File: config.mk
export PLATFORM = sky130hd
export DESIGN_NAME = jl_base_unlock
export DESIGN_NICKNAME = d
export VERILOG_FILES = /design/src/rtl/jl_unlock_pkg.sv /design/src/rtl/jl_rst_sync.sv /design/src/rtl/jl_seq_counter.sv /design/src/rtl/jl_base_reg.sv /design/src/rtl/jl_base_unlock.sv
export SDC_FILE = /design/constraint.sdc
export NUM_CORES = 1
export LEC_CHECK = 0
export CELL_PAD_IN_SITES_DETAIL_PLACEMENT = 0
export CELL_PAD_IN_SITES_GLOBAL_PLACEMENT = 1
export CORE_UTILIZATION = 29
export CTS_CLUSTER_DIAMETER = 60
export DETAILED_ROUTE_END_ITERATION = 8
export GPL_TIMING_DRIVEN = 0
export PLACE_DENSITY_LB_ADDON = 0.05
export SYNTH_ARGS = -nofsm -noshare
export SYNTH_HDL_FRONTEND = slang
export SYNTH_SLANG_ARGS = --single-unit
File: constraint.sdc
create_clock -name clk -period 0.9 [get_ports clk]
set_input_delay 0.09 -clock clk [delete_from_list [all_inputs] [get_ports clk]]
set_output_delay 0.09 -clock clk [all_outputs]
set_load 0.03 [all_outputs]
File: src/rtl/jl_unlock_pkg.sv
package jl_unlock_pkg;

  // Classification of one bus clock as seen by the write-sequence counter.
  typedef enum logic [1:0] {
    EV_NONE = 2'd0,  // no bus cycle this clock
    EV_HIT  = 2'd1,  // write to the legacy port
    EV_MISS = 2'd2   // any other bus cycle
  } bus_ev_e;

endpackage

File: src/rtl/jl_rst_sync.sv
module jl_rst_sync #(
  parameter int STAGES = 2
) (
  input  logic clk,
  input  logic arst_n,
  output logic srst_n
);

  logic [STAGES-1:0] sync_q;

  // Asserts at once, releases after STAGES clock edges.
  always_ff @(posedge clk or negedge arst_n) begin
    if (!arst_n) begin
      sync_q <= '0;
    end else begin
      sync_q <= {sync_q[STAGES-2:0], 1'b1};
    end
  end

  assign srst_n = sync_q[STAGES-1];

endmodule

File: src/rtl/jl_seq_counter.sv
module jl_seq_counter
  import jl_unlock_pkg::*;
#(
  parameter int WRITES = 4,
  localparam int CNT_W = (WRITES > 2) ? $clog2(WRITES) : 1
) (
  input  logic             clk,
  input  logic             rst_n,
  input  logic             armed,
  input  bus_ev_e          ev,
  output logic [CNT_W-1:0] cnt,
  output logic             commit
);

  localparam logic [CNT_W-1:0] LAST = CNT_W'(WRITES - 1);

  logic [CNT_W-1:0] cnt_q;
  logic [CNT_W-1:0] cnt_d;
  logic             cnt_en;

  always_comb begin
    cnt_d  = cnt_q;
    commit = 1'b0;
    if (!armed) begin
      cnt_d = '0;
    end else begin
      unique case (ev)
        EV_HIT: begin
          if (cnt_q == LAST) begin
            cnt_d  = '0;
            commit = 1'b1;
          end else begin
            cnt_d = cnt_q + 1'b1;
          end
        end
        EV_MISS: cnt_d = '0;
        default: cnt_d = cnt_q;
      endcase
    end
  end

  assign cnt_en = (cnt_d != cnt_q);

  always_ff @(posedge clk or negedge rst_n) begin
    if (!rst_n) begin
      cnt_q <= '0;
    end else if (cnt_en) begin
      cnt_q <= cnt_d;
    end
  end

  assign cnt = cnt_q;

endmodule

File: src/rtl/jl_base_reg.sv
module jl_base_reg #(
  parameter int BASE_W = 5
) (
  input  logic              clk,
  input  logic              por_rst_n,
  input  logic              sys_rst_n,
  input  logic              commit,
  input  logic [BASE_W-1:0] base_in,
  output logic [BASE_W-1:0] base_q,
  output logic              enabled_q,
  output logic              used_q
);

  logic [BASE_W-1:0] base_r;
  logic              used_r;
  logic              en_r;
  logic              en_d;

  // Base value and one-shot mark survive ordinary reset.
  always_ff @(posedge clk or negedge por_rst_n) begin
    if (!por_rst_n) begin
      base_r <= '0;
      used_r <= 1'b0;
    end else if (commit) begin
      base_r <= base_in;
      used_r <= 1'b1;
    end
  end

  always_comb begin
    en_d = en_r | commit;
  end

  // Enabled flag is cleared by either reset.
  always_ff @(posedge clk or negedge sys_rst_n) begin
    if (!sys_rst_n) begin
      en_r <= 1'b0;
    end else begin
      en_r <= en_d;
    end
  end

  assign base_q    = base_r;
  assign enabled_q = en_r;
  assign used_q    = used_r;

endmodule

File: src/rtl/jl_base_unlock.sv
module jl_base_unlock
  import jl_unlock_pkg::*;
#(
  parameter int              ADDR_W      = 10,
  parameter int              DATA_W      = 8,
  parameter int              BASE_LSB    = 5,
  parameter logic [ADDR_W-1:0] PORT_ADDR = 10'h278,
  parameter int              WRITES      = 4,
  parameter int              SYNC_STAGES = 2,
  localparam int             BASE_W      = ADDR_W - BASE_LSB,
  localparam int             CNT_W       = (WRITES > 2) ? $clog2(WRITES) : 1
) (
  input  logic              clk,
  input  logic              por_n,
  input  logic              rst_n,
  input  logic              jumperless_mode,
  input  logic              bus_cycle,
  input  logic              bus_wr,
  input  logic [ADDR_W-1:0] bus_addr,
  input  logic [DATA_W-1:0] bus_data,
  output logic [BASE_W-1:0] io_base,
  output logic              unlocked,
  output logic              cfg_sel
);

  logic             por_srst_n;
  logic             sys_arst_n;
  logic             sys_srst_n;
  bus_ev_e          bus_ev;
  logic             armed;
  logic             commit;
  logic             used_q;
  logic [CNT_W-1:0] seq_cnt;

  assign sys_arst_n = rst_n & por_n;

  jl_rst_sync #(.STAGES(SYNC_STAGES)) u_por_sync (
    .clk    (clk),
    .arst_n (por_n),
    .srst_n (por_srst_n)
  );

  jl_rst_sync #(.STAGES(SYNC_STAGES)) u_sys_sync (
    .clk    (clk),
    .arst_n (sys_arst_n),
    .srst_n (sys_srst_n)
  );

  always_comb begin
    if (!bus_cycle) begin
      bus_ev = EV_NONE;
    end else if (bus_wr && (bus_addr == PORT_ADDR)) begin
      bus_ev = EV_HIT;
    end else begin
      bus_ev = EV_MISS;
    end
  end

  assign armed = jumperless_mode & ~used_q;

  jl_seq_counter #(.WRITES(WRITES)) u_seq (
    .clk    (clk),
    .rst_n  (sys_srst_n),
    .armed  (armed),
    .ev     (bus_ev),
    .cnt    (seq_cnt),
    .commit (commit)
  );

  jl_base_reg #(.BASE_W(BASE_W)) u_base (
    .clk       (clk),
    .por_rst_n (por_srst_n),
    .sys_rst_n (sys_srst_n),
    .commit    (commit),
    .base_in   (bus_data[BASE_W-1:0]),
    .base_q    (io_base),
    .enabled_q (unlocked),
    .used_q    (used_q)
  );

  assign cfg_sel = unlocked & bus_cycle &
                   (bus_addr[ADDR_W-1:BASE_LSB] == io_base);

endmodule

==> Word level (Yosys, flattened, before mapping) <==
Index checks and enable logic that the tools add are counted.
{ "classes": {"addsub": 1, "multipliers": 0, "div_mod_pow": 0, "n_lt_le_gt_ge": 0, "eq_ne": 6, "n_shift": 0, "muxes": 8, "n_bitwise": 6, "reduce_logical": 1} }
{ "ops": {"columns": ["op", "n"], "rows": [
  ["equality test 10 bit, second input constant", 1],
  ["two-way mux 2 bit", 4],
  ["equality test 5 bit", 1],
  ["bitwise AND 1 bit", 4],
  ["equality test 2 bit, second input constant", 2],
  ["case mux 2 bit (2 select lines)", 1],
  ["two-way mux 1 bit", 3],
  ["adder 2 x 1 -> 2 bit, second input constant", 1],
  ["equality test 2 x 1 -> 1 bit, second input constant", 1],
  ["inequality test 2 bit", 1],
  ["logical AND 1 bit", 1],
  ["inverter 1 bit", 1],
  ["bitwise OR 1 bit", 1]
]} }
{ "totals": {"ff_bits": 13, "latchBits": 0, "mem_bits_rw": 0, "rom_bits": 0, "in_bits": 24, "out_inout_bits": 7, "elab_cells": 28, "memories": 0} }

==> Logic depth before layout (Yosys ltp) <==
Gate-level depths: netlist of the first run.
{ "depth": {"depth_word": 8, "mapped_depth": 4, "depth_no_buf": 4} }

==> Cells and area by module <==
Synthesis of the first run repeated with hierarchy kept, for this count alone.
{ "unflattened": {"cells_unflattened": 49, "hier_area_um2": 625.6} }
{ "modules_own_cells": {"columns": ["module", "n_inst", "cells_per_inst", "area_each_um2", "seq_area_each_um2"], "rows": [
  ["jl_base_reg", 1, 15, 274.0, 175.2],
  ["jl_seq_counter", 1, 12, 125.1, 50.0],
  ["jl_base_unlock", 1, 16, 118.9, 0.0],
  ["jl_rst_sync", 2, 3, 53.8, 50.0]
]} }

==> Worst setup path before layout of the first run <==
OpenSTA, ideal clock, no wires.
{ "synth_timing": {"path_kind": "register to register", "startpoint": "register u_seq.cnt_q[0] (netlist: u_seq.cnt[0])", "endpoint": "register u_base.base_r[0] (netlist: u_base.base_q[0])", "setup_time_ps": 125, "arrival_ps": 1321, "slack_ps": -546, "stages_incl_launch_ff": 5, "path_buffers": 0, "synth_period_minus_slack_ps": 1446, "path_cell_list": "dfrtp_1 > ha_1 > nand3b_1 > nor4_4 > mux2_4"} }
{ "synth_via": {"elab_chain_len": 4} }
{ "synth_lines": {"columns": ["item", "line_no", "text"], "rows": [
  ["start: declaration", "jl_seq_counter.sv:17", "logic [CNT_W-1:0] cnt_q;"],
  ["start signal: assignment", "jl_seq_counter.sv:48", "cnt_q <= cnt_d;"],
  ["equality test 2 bit", "jl_seq_counter.sv:29", "if (cnt_q == LAST) begin"],
  ["two-way mux 1 bit", "jl_seq_counter.sv:29", null],
  ["two-way mux 1 bit", "jl_seq_counter.sv:27", "unique case (ev)"],
  ["two-way mux 1 bit", "jl_seq_counter.sv:24", "if (!armed) begin"],
  ["end signal: assignment", "jl_base_reg.sv:25", "base_r <= base_in;"],
  ["end: declaration", "jl_base_reg.sv:14", "logic [BASE_W-1:0] base_r;"]
]} }
No other way between the ends.
A chain may end at the register's enable or synchronous reset.

==> Final worst setup path of the first run <==
{ "layout_timing": {"startpoint": "register u_seq.cnt_q[1] (netlist: u_seq.cnt[1])", "endpoint": "register u_base.base_r[3] (netlist: u_base.base_q[3])"} }
Same word-level chain as after synthesis.

==> impl_summary.md, run 1 <==
Drt
For this block, the via count after detailed routing is 500. After detailed routing, the number of remaining DRC violations is 0. In the final routed layout, each cell accounts on average for 11.3 um.

After the first detailed-routing iteration, the DRC count stood at 2. The count of nets left with antenna violations after detail routing is 0. The post-detailed-route via-to-cell ratio is 4.31. The first detailed-routing pass took 2 iterations. After detailed routing, the total wire length is 1310 um.

Yosys
The cell type with the highest aggregate area in the netlist is sky130_fd_sc_hd__dfrtp_1. In this run, distinct cell masters in the synthesized netlist total 22. The count of synthesis-stage warnings from yosys is 0. The synthesized flop and latch total is 13. Synthesis handed over a netlist of 44 instances. The mean instance size in the synthesized netlist is 14.4 um^2.

The post-synthesis async set-or-reset flop share is 1.00. The cell area that synthesis handed to floorplanning was 636 um^2. The number of enable-type register cells in the synthesized netlist is 0. The share of the Yosys chip area taken by registers is 0.512.

Yosys attributes the largest share of cell area to sky130_fd_sc_hd__dfrtp_1, sky130_fd_sc_hd__mux2_4, sky130_fd_sc_hd__xnor2_1. Of the post-synthesis cell area, the dominant cell type holds 0.512. The top flip-flop cell by instance count after synthesis is sky130_fd_sc_hd__dfrtp_1.

STA
The total count of max-transition violations in the final report came to 0. Counting I/O delays and the setup requirement, the final critical path takes 1430 ps. For this run, the top clock speed supported by timing is 0.700 GHz. The share of the cycle needed by the critical path after routing is 1.59. The final number of hold-violating endpoints is 0. The smallest setup slack after layout is -528 ps. The count of final setup violators is 16. The worst clock skew is 6.83 ps. Setup repair after global routing could not meet its margin everywhere.

Outcome
The checks that failed: negative setup slack. The run finished, with violations left.

Pwr
The analysis attributes to cell leakage a power of 0.514 nW. The overall power of the completed layout is roughly 1.1 mW. The power per unit of standard cell area is 968 mW/mm^2. IR analysis of the VDD net gives a maximum drop of 0.745 mV.

Global routing
The number of global-route vias before repair is 506. The sum of overflow across all layers after global routing is 0. The first-pass GRT wire length is 2290 um.

The pin count of the biggest net entering global routing is 8. The global router's overall resource usage is 0.128. The initial antenna violation count came to 0.

CTS
Clock latency on the worst-skew pair, taken at its later pin, is roughly 270 ps. After clock tree synthesis, the clock-pin slew on the worst setup and hold paths is about 80 ps. The root buffer cell chosen for the clock tree is sky130_fd_sc_hd__clkbuf_4. The CTS buffer count is 3. Counting every sink on the clock net gives 13. The TritonCTS clock tree is yes.

CTS built an H-tree with a depth of 1. The longest clock path from root to sink contains 2 buffers.

Floorplanning
The floorplan step defined a die boundary enclosing 0.00238 mm^2. The standard cell core area is 0.00200 mm^2. The vertical die dimension is approximately 49 um.

After floorplanning, the core was divided into 16 placement rows. For this configuration, the core starts out at a cell density of 0.318. The die is 48.8 um wide. The number of top-level pins is 31.

Worst setup path
The required time of the worst setup path is 1060 ps. The beginning of the worst register-to-register path is u_seq.cnt[1]. The worst register-to-register path ends at u_base.base_q[3]. The signal arrival time at the worst endpoint is about 1600 ps. The kind of capture point of the worst setup path is a flip-flop. The largest fanout on the critical path is 5. The register-to-register path setup slack is -530 ps.

The kind of critical path is flip-flop to flip-flop. The worst setup path is launched from a flip-flop. The length in cells of the worst reg-to-reg path is 5.

Cells and area
In the final layout, the share of cells above drive strength 1 is 0.404. The most common cell after layout, fill and taps aside is sky130_fd_sc_hd__clkdlybuf4s50_1. Measured on the finished design, the core utilization comes to 0.562. Leaving out fill and tap cells, the most frequent cells in the layout are sky130_fd_sc_hd__clkdlybuf4s50_1, sky130_fd_sc_hd__dfrtp_1, sky130_fd_sc_hd__buf_6. At the end of the flow, the number of nets in the layout was roughly 120. The synthesis-to-layout area growth is 77.0%. 0 antenna diodes ended up in the layout.

Placed design
Routability-driven placement finished with a final weighted congestion of 0.732. In this run the tool buffered the top-level ports with 27 buffer cells. The half-perimeter wire length after placement is a little over 1000 um.

Job
The tool flagged a number of max-cap violations equal to 0.

Worst hold path
The path class of the lowest-slack min-delay path is flip-flop to asynchronous set/reset pin.
[what timing repair did]
| item | 4_1_cts | 5_1_grt |
|---|---|---|
| pin swaps | 5 | 7 |
| hold buffers | 1 | 0 |
| setup buffers | 5 | 7 |
| gates cloned | 0 | 0 |
| endpoints found under the hold margin | 2 | 0 |
| resized for setup | 52 | 12 |
| endpoints found under the setup margin | 16 | 16 |
[registers in the layout, summed over array words and instances, names as in the netlist]
register	cells
u_por_sync.sync_q	2
u_seq.cnt	2
u_base.used_q	1
u_sys_sync.sync_q	2
u_base.base_q	5
u_base.enabled_q	1
[routing by layer]
| layer | track usage | routed length (um) |
|---|---|---|
| met1 | 0.167 | 572 |
| met2 | 0.206 | 683 |
| met3 | 0.0312 | 48 |
| met4 | 0.0441 | 9 |
| met5 | 0 | 0 |
[synth_stat cells, types with 2 or more instances]
library cell,n
sky130_fd_sc_hd__dfrtp_1,13
sky130_fd_sc_hd__mux2_4,5
sky130_fd_sc_hd__xnor2_1,5
sky130_fd_sc_hd__a21oi_1,2
sky130_fd_sc_hd__or2_1,2
[stage by stage]
| step | hold slack, ps | area [um^2] | TNS, ps | cells | setup slack (ps) |
|---|---|---|---|---|---|
| 6_report | 31.5 | 1120 | -4980 | 116 | -528 |
| 3_3_place_gp | 40.4 | 951 | -10480 | 99 | -1060 |
| 3_5_place_dp | 39.3 | 951 | -10370 | 99 | -1040 |
| 4_1_cts | 39.9 | 1050 | -5810 | 109 | -669 |
| 5_1_grt | 52.4 | 1120 | -5860 | 116 | -618 |
| 2_1_floorplan | -206 | 647 | -4120 | 45 | -546 |
[worst max-delay path, stage by stage, from the launching register on]
cell                       delay, ps
sky130_fd_sc_hd__dfrtp_1         360
sky130_fd_sc_hd__ha_2            190
sky130_fd_sc_hd__nand3b_1        120
sky130_fd_sc_hd__nor4_4          170
sky130_fd_sc_hd__buf_4           200
sky130_fd_sc_hd__mux2_4          290
[cells by family (layout without fill, tap and decap cells)]
logic type,count (synthesis),after routing,synth area share
fa+ha+maj,1,1,0.0197
other cells,1,2,0.00590
buf+inv,1,45,0.00590
flops,13,13,0.512
mux,5,5,0.118
compound gates,3,3,0.0276
xor+xnor,5,5,0.0689
simple gates,15,15,0.242
[power breakdown]
group / leakage (nW) / switching (mW) / total, mW / internal (mW)
Clock: 0.0150 / 0.177 / 0.349 / 0.171
Combinational: 0.326 / 0.0433 / 0.139 / 0.0957
Sequential: 0.174 / 0.00816 / 0.601 / 0.593
Total: 0.514 / 0.229 / 1.09 / 0.860
[area by class of cell]
cell class | count | area [um^2]
Tap cell | 27 | 33.8
Multi-Input combinational cell | 31 | 344
Fill cell | 169 | 877
Timing Repair Buffer | 40 | 392
Clock buffer | 4 | 26.3
Inverter | 1 | 3.75
Sequential cell | 13 | 325
[how the worst max path moves through the flow]
stage                             from                to  slack, ps  cells after the start
after global routing      u_seq.cnt[1]  u_base.base_q[4]       -620                      5
after floorplan           u_seq.cnt[0]  u_base.base_q[0]       -550                      4
after global placement       bus_cycle  u_base.base_q[1]      -1060                      4
final                     u_seq.cnt[1]  u_base.base_q[3]       -530                      5
after detailed placement     bus_cycle  u_base.base_q[1]      -1040                      4
after CTS                 u_seq.cnt[0]  u_base.base_q[2]       -670                      5
Note: power is estimated with default switching activity, not from simulation.
==> inputs of run 2 (changes only) <==
Settings changed: CORE_UTILIZATION 29 to 32.
Clock period 0.9 ns to 1.75 ns, I/O delays scaled along.
==> run 2 against run 1 <==
- the run now ends clean
- cell count down 12%
- wire length is 8.1% lower
- via count fell by 7.4%
- sequential cell count did not move
- global-route usage down 0.52 points
- clock-buffer cell count unchanged
- critical path depth is the same
- sequential power down 48%
- first-iteration DRC count did not move
- largest cell class is now sequential cells
==> impl_summary.md, run 2 (synthesized netlist as in run 1, its figures left out) <==
Worst hold path
The path class of the lowest-slack min-delay path is flip-flop to asynchronous set/reset pin.

Cells and area
The end-of-flow core utilization is 0.540. The top cell types in the final layout, fill and taps aside, are sky130_fd_sc_hd__clkdlybuf4s50_1, sky130_fd_sc_hd__dfrtp_1, sky130_fd_sc_hd__xnor2_1, sky130_fd_sc_hd__mux2_4, sky130_fd_sc_hd__clkbuf_4. The repair_antennas step left the layout with diodes totalling 0. From synthesis to final layout, the design area changed by 53.1%.

The net count of the finished layout is between 100 and 150. The register with the most flip-flops in the layout has 5 of them. Of the cells placed in the final design, the portion with a size suffix greater than 1 is 0.169. The library cell used most frequently in the layout, excluding fill and tap cells, is sky130_fd_sc_hd__clkdlybuf4s50_1.

Global routing
Entering global routing, the biggest net connects 8 pins. The initial antenna violation count is 0. The number of global-route vias before repair is 429. The total overflow left after global routing is 0. The global router's overall resource usage is 0.123. The first-pass GRT wire length is 1810 um.

STA
Dividing the final minimum period by the clock period gives 0.944. Setup repair after global routing left no endpoint under its margin. The total count of max-transition violations in the final report came to 0. Setup violations remaining at the end of the flow were counted as 0.

The achievable clock frequency is between 0.6 and 0.7 GHz. Clock skew on the completed layout was measured at 3.12 ps. The final number of hold-violating endpoints is 0. The final critical-path required period is ~1700 ps. Summed over all failing endpoints, the final setup total negative slack is 0 ps.

Worst setup path
STA classifies the critical path startpoint as a primary input. Data on the critical path is required at its endpoint by ~1600 ps. At the worst endpoint, the arrival time is 1480 ps.

Of all nets on the critical path, the largest fanout is 2. The worst setup path is captured at an output port. The kind of critical path is primary input to output port.

CTS
The number of buffers on the longest clock path is 2. The depth of the CTS H-tree is 1. The clock net in this run drives a total of 13 sinks. In this run, post-CTS hold repair placed 0 buffers.

TritonCTS built the clock tree. The latest clock arrival within the worst-skew pair is 260 ps. In this run, CTS created clock tree buffers numbering 3. In this run the clock root is driven by a sky130_fd_sc_hd__clkbuf_4. Clock-pin slew was measured on the worst setup and hold paths at ~70 ps.

Outcome
The flow ran to the end, and the final reports show no timing, DRC or antenna violations.

Drt
Wires add up to 1210 um. The post-detailed-route DRC marker count is 0. The post-detailed-route via-to-cell ratio is 4.54. The final route contains 463 vias. The count of nets left with antenna violations once routing finished came out at 0. Before antenna repair, the detailed router went through 4 iterations. After detailed routing, the average wire length per cell comes to between 10 and 15 um. After the first detailed-routing iteration, the DRC count stood at 2.

Pwr
The worst vdd rail ir drop is slightly above 0.6 mV. The overall power of the completed layout is 0.553 mW. For this design the static power due to leakage is 0.421 nW. The power per unit of standard cell area is 568 mW/mm^2.

Floorplanning
The initialized floorplan defines 15 standard-cell rows. The die outline area is 0.00217 mm^2. The standard cell core area is between 0.0015 and 0.002 mm^2. The width of the chip is 46.6 um.

The die is 46.6 um tall. The number of top-level pins is 31. The initial cell density of the core is 0.353.

Job
Max-cap violations in this run came to 0.

Placed design
The half-perimeter wire length after placement is ~990 um. Input and output buffers added on the ports amount to 27. The routability congestion estimate is around 0.72.
[run 2: cell count changes in the layout (fill, tap and decap cells not counted), moves of 3 or more]
cell,before,now
sky130_fd_sc_hd__buf_4,8,1
sky130_fd_sc_hd__buf_6,11,0
sky130_fd_sc_hd__clkdlybuf4s50_1,15,26
sky130_fd_sc_hd__dlygate4sd2_1,4,1
[run 2: repair_timing]
action	in CTS	in global routing
setup endpoints to repair	1	5
gates resized for setup	1	0
buffers inserted	0	1
pin swaps	0	1
endpoints found under the hold margin	0	0
[run 2: final timing paths]
path | slack, ps | cells after the start | endpoint | startpoint
setup / recovery | 100 | 5 | cfg_sel | bus_addr[6]
hold / removal | 40 | 0 | u_base.enabled_q | u_sys_sync.sync_q[1]
setup reg to reg | 130 | 5 | u_base.base_q[1] | u_seq.cnt[0]
hold reg to reg | 40 | 0 | u_base.enabled_q | u_sys_sync.sync_q[1]
max in group asynchronous | 1370 | 2 | u_sys_sync.sync_q[1] | por_n
min in group clk | 360 | 0 | u_por_sync.sync_q[1] | u_por_sync.sync_q[0]
[run 2: power by group]
part	switching, mW	internal [mW]
clock	0.0852	0.0880
sequential	0.00483	0.305
combinational	0.0197	0.0506
[run 2: layer usage]
layer	up-vias	routed length, um	track usage
met2	16	632	0.211
met1	223	476	0.146
li1	224	-	-
met4	0	0	0.0176
met3	0	97	0.0471
met5	-	0	0
[run 2: critical path, stage by stage]
cell	delay (ps)
sky130_fd_sc_hd__clkdlybuf4s50_1	540
sky130_fd_sc_hd__xnor2_1	150
sky130_fd_sc_hd__nand4_1	110
sky130_fd_sc_hd__nor2_1	100
sky130_fd_sc_hd__dlygate4sd2_1	410
[run 2: area by class of cell]
class,instances,area (um^2)
Multi-Input combinational cell,31,310
Inverter,1,3.75
Sequential cell,13,325
Timing Repair Buffer,28,277
Tap cell,25,31.3
Fill cell,163,828
Clock buffer,4,26.3
[run 2: stage by stage]
| step | hold WS, ps | instance area, um^2 | instances | setup WS [ps] |
|---|---|---|---|---|
| 3_5_place_dp | 41.5 | 941 | 97 | -246 |
| 4_1_cts | 43.6 | 966 | 101 | 43.7 |
| 3_3_place_gp | 36.6 | 941 | 97 | -253 |
| 5_1_grt | 49.3 | 973 | 102 | 28.1 |
| 6_report | 38.1 | 973 | 102 | 98.3 |
| 2_1_floorplan | -121 | 639 | 45 | 304 |
==> inputs of run 3 (changes only) <==
Settings changed: CORE_UTILIZATION 32 to 27.
Clock period 1.75 ns to 1.4 ns, I/O delays scaled along.
==> run 3 against run 2 <==
- the run now ends with negative setup slack left
- sequential share of layout area shrank 2.6 points
- first-iteration DRC count down 50%
- sequential cell count unchanged
- total power increased by 29%
- critical path depth stayed put
- clock skew down 1.8 ps
- register-to-register slack lost 170 ps
- global-route usage fell by 0.47 points
- design area up 8.6%
- critical path type is now primary input to flip-flop
==> impl_summary.md, run 3 (synthesized netlist as in run 1, its figures left out) <==
Outcome
The run finished, with violations left. The final reports fail on negative setup slack.

Cells and area
After routing the design area is 0.00106 mm^2. Leaving out fill and tap cells, the most frequent cells in the layout are sky130_fd_sc_hd__clkdlybuf4s50_1, sky130_fd_sc_hd__dfrtp_1, sky130_fd_sc_hd__buf_4. The diode insertion count for antenna repair is 0. The finished layout holds 110 standard cells, fillers aside. The library cell used most frequently in the layout, excluding fill and tap cells, is sky130_fd_sc_hd__clkdlybuf4s50_1. Measured on the finished design, the core utilization comes to 0.478.

The share of final-layout standard cells stronger than drive strength 1 is 0.329. The register with the most flip-flops in the layout has 5 of them. The filler cells instantiated in the layout total 230. The synthesis-to-layout area growth is 66.3%. At the end of the flow, the number of nets in the layout was 108.

CTS
After clock tree synthesis, the flow added hold-fix buffers numbering 0. The CTS buffer count is 3. The post-CTS clock slew at the launch and capture registers of the worst setup and hold paths is 80 ps. CTS built an H-tree with a depth of 1. No sink is reached through more buffers than the 2 on the longest clock path. Clock latency on the worst-skew pair, taken at its later pin, is 280 ps. TritonCTS built the clock tree. The root buffer cell chosen for the clock tree is sky130_fd_sc_hd__clkbuf_4. The number of clock sinks is 13.

Global routing
Global routing finished with a remaining overflow of 0. The number of global-route vias before repair came to 437. The first global-routing pass estimated approximately 2100 um of wire.

The initial antenna violation count is 0. The pin count of the biggest net entering global routing is 9. In the global route stage, overall resource usage came out at 0.118.

Floorplanning
The number of top-level pins is 31. The vertical die dimension is roughly 50 um. The die outline area is 0.00255 mm^2. The total area inside the core boundary comes to 0.00221 mm^2.

The floorplan row count is 17. The width of the chip is roughly 51 um. The initial cell density of the core is 0.287.

Worst setup path
STA classifies the critical path startpoint as a primary input. The worst register-to-register path ends at u_base.base_q[2]. The largest fanout on the critical path is 5. For flop-to-flop paths, the worst setup slack is -40 ps.

The worst stage delay on the critical path is 450 ps. The slowest stage of the critical path is the sky130_fd_sc_hd__clkdlybuf4s50_1 cell. The length in cells of the worst reg-to-reg path is 5. Data on the critical path arrives at its endpoint at 1610 ps. The kind of critical path is primary input to flip-flop. The required time of the worst setup path is 1570 ps. Traced cell by cell, the critical path runs through clkdlybuf4s50_1 -> nand4b_4 -> nor4_4 -> buf_4 -> mux2_4. STA classifies the critical path endpoint as a flip-flop. The worst register-to-register path begins at u_seq.cnt[1].

Drt
For this block, the via count after detailed routing is 452. In the final routed layout, each cell accounts on average for 11.9 um. The count of nets left with antenna violations after detail routing is 0. The post-detailed-route DRC marker count is 0. For this block, the initial DRC count from the detailed router was 1. The total wire length after detailed routing is 1310 um. The number of detailed-route iterations in the first pass is 2.

The post-detailed-route via-to-cell ratio is 4.11.

Placed design
The post-placement cell area is 945 um^2. The cell count after placement is 100. The half-perimeter wire length after placement is 1020 um. Routability-driven placement finished with a final weighted congestion of between 0.7 and 0.8. In this run the tool buffered the top-level ports with 27 buffer cells. The post-placement worst setup slack is -621 ps.

Job
The number of violations of the max-capacitance limit is 0.

Pwr
The power per unit of standard cell area is a little under 700 mW/mm^2. The worst vdd rail ir drop is slightly below 0.6 mV. The overall power of the completed layout is 0.716 mW.

The leakage power summed over all cells is 0.523 nW.

STA
The setup TNS is -119 ps. Derived from the worst setup path, the maximum achievable clock frequency is 0.694 GHz. Of the available clock period, the critical path in the final layout requires 1.03.

The smallest setup slack after layout is -40.8 ps. Final hold analysis gives a worst-case slack of roughly 23 ps. Setup repair after global routing could not meet its margin everywhere.

The total count of max-transition violations in the final report is 0. The clock arrives with 1.30 ps of skew. Setup violations remaining at the end of the flow were counted as 4. After layout, the minimum clock period comes to 1440 ps.

The final number of hold-violating endpoints is 0.

Worst hold path
The path class of the lowest-slack min-delay path is primary input to asynchronous set/reset pin.
run 3: cell count changes in the layout (fill, tap and decap cells not counted), moves of 2 or more:
cell                              before  now
sky130_fd_sc_hd__dlygate4sd2_1         1    6
sky130_fd_sc_hd__xnor2_1               5    3
sky130_fd_sc_hd__xnor2_2               0    2
sky130_fd_sc_hd__clkdlybuf4s50_1      26   16
sky130_fd_sc_hd__buf_4                 1    7
sky130_fd_sc_hd__dlymetal6s2s_1        0    4
run 3: worst max-delay path, delay by kind of cell:
family	cells	cell delay (ps)
buffers and inverters	2	650
multiplexers	1	300
AND/OR/NAND/NOR	2	520
run 3: worst max path at each step:
stage / startpoint / end / cells after the start
6_report: bus_addr[8] / u_base.base_q[2] / 5
2_1_floorplan: u_seq.cnt[0] / u_base.base_q[0] / 4
3_3_place_gp: bus_cycle / u_base.base_q[1] / 4
3_5_place_dp: bus_cycle / u_base.base_q[3] / 4
5_1_grt: u_seq.cnt[1] / u_base.base_q[2] / 5
4_1_cts: u_seq.cnt[0] / u_base.base_q[3] / 5
run 3: what timing repair did:
| item | 4_1_cts | 5_1_grt |
|---|---|---|
| pin swaps | 5 | 7 |
| endpoints found under the setup margin | 15 | 9 |
| setup buffers | 3 | 3 |
| gates resized for setup | 13 | 11 |
run 3: area by class of cell:
| type | instances | area [um^2] | area share |
|---|---|---|---|
| flip-flops and latches | 13 | 325 | 0.308 |
| clock inverters | 1 | 5.00 | 0.00473 |
| clock buffers | 3 | 22.5 | 0.0213 |
| well taps | 28 | 35.0 | 0.0331 |
| repair buffers | 33 | 315 | 0.298 |
| inverters | 1 | 3.75 | 0.00355 |
| multi-input cells | 31 | 350 | 0.331 |
run 3: report_power, final:
part / total, mW / leakage, nW / internal [mW] / switching, mW
clock network: 0.237 / 0.0177 / 0.106 / 0.132
logic: 0.0918 / 0.332 / 0.0645 / 0.0273
registers: 0.386 / 0.174 / 0.381 / 0.00543
run 3: per-layer routing:
| layer | track usage | wire length [um] |
|---|---|---|
| met1 | 0.151 | 584 |
| met2 | 0.171 | 637 |
| met3 | 0.0485 | 90 |
| met4 | 0.0556 | 0 |
| met5 | 0 | 0 |
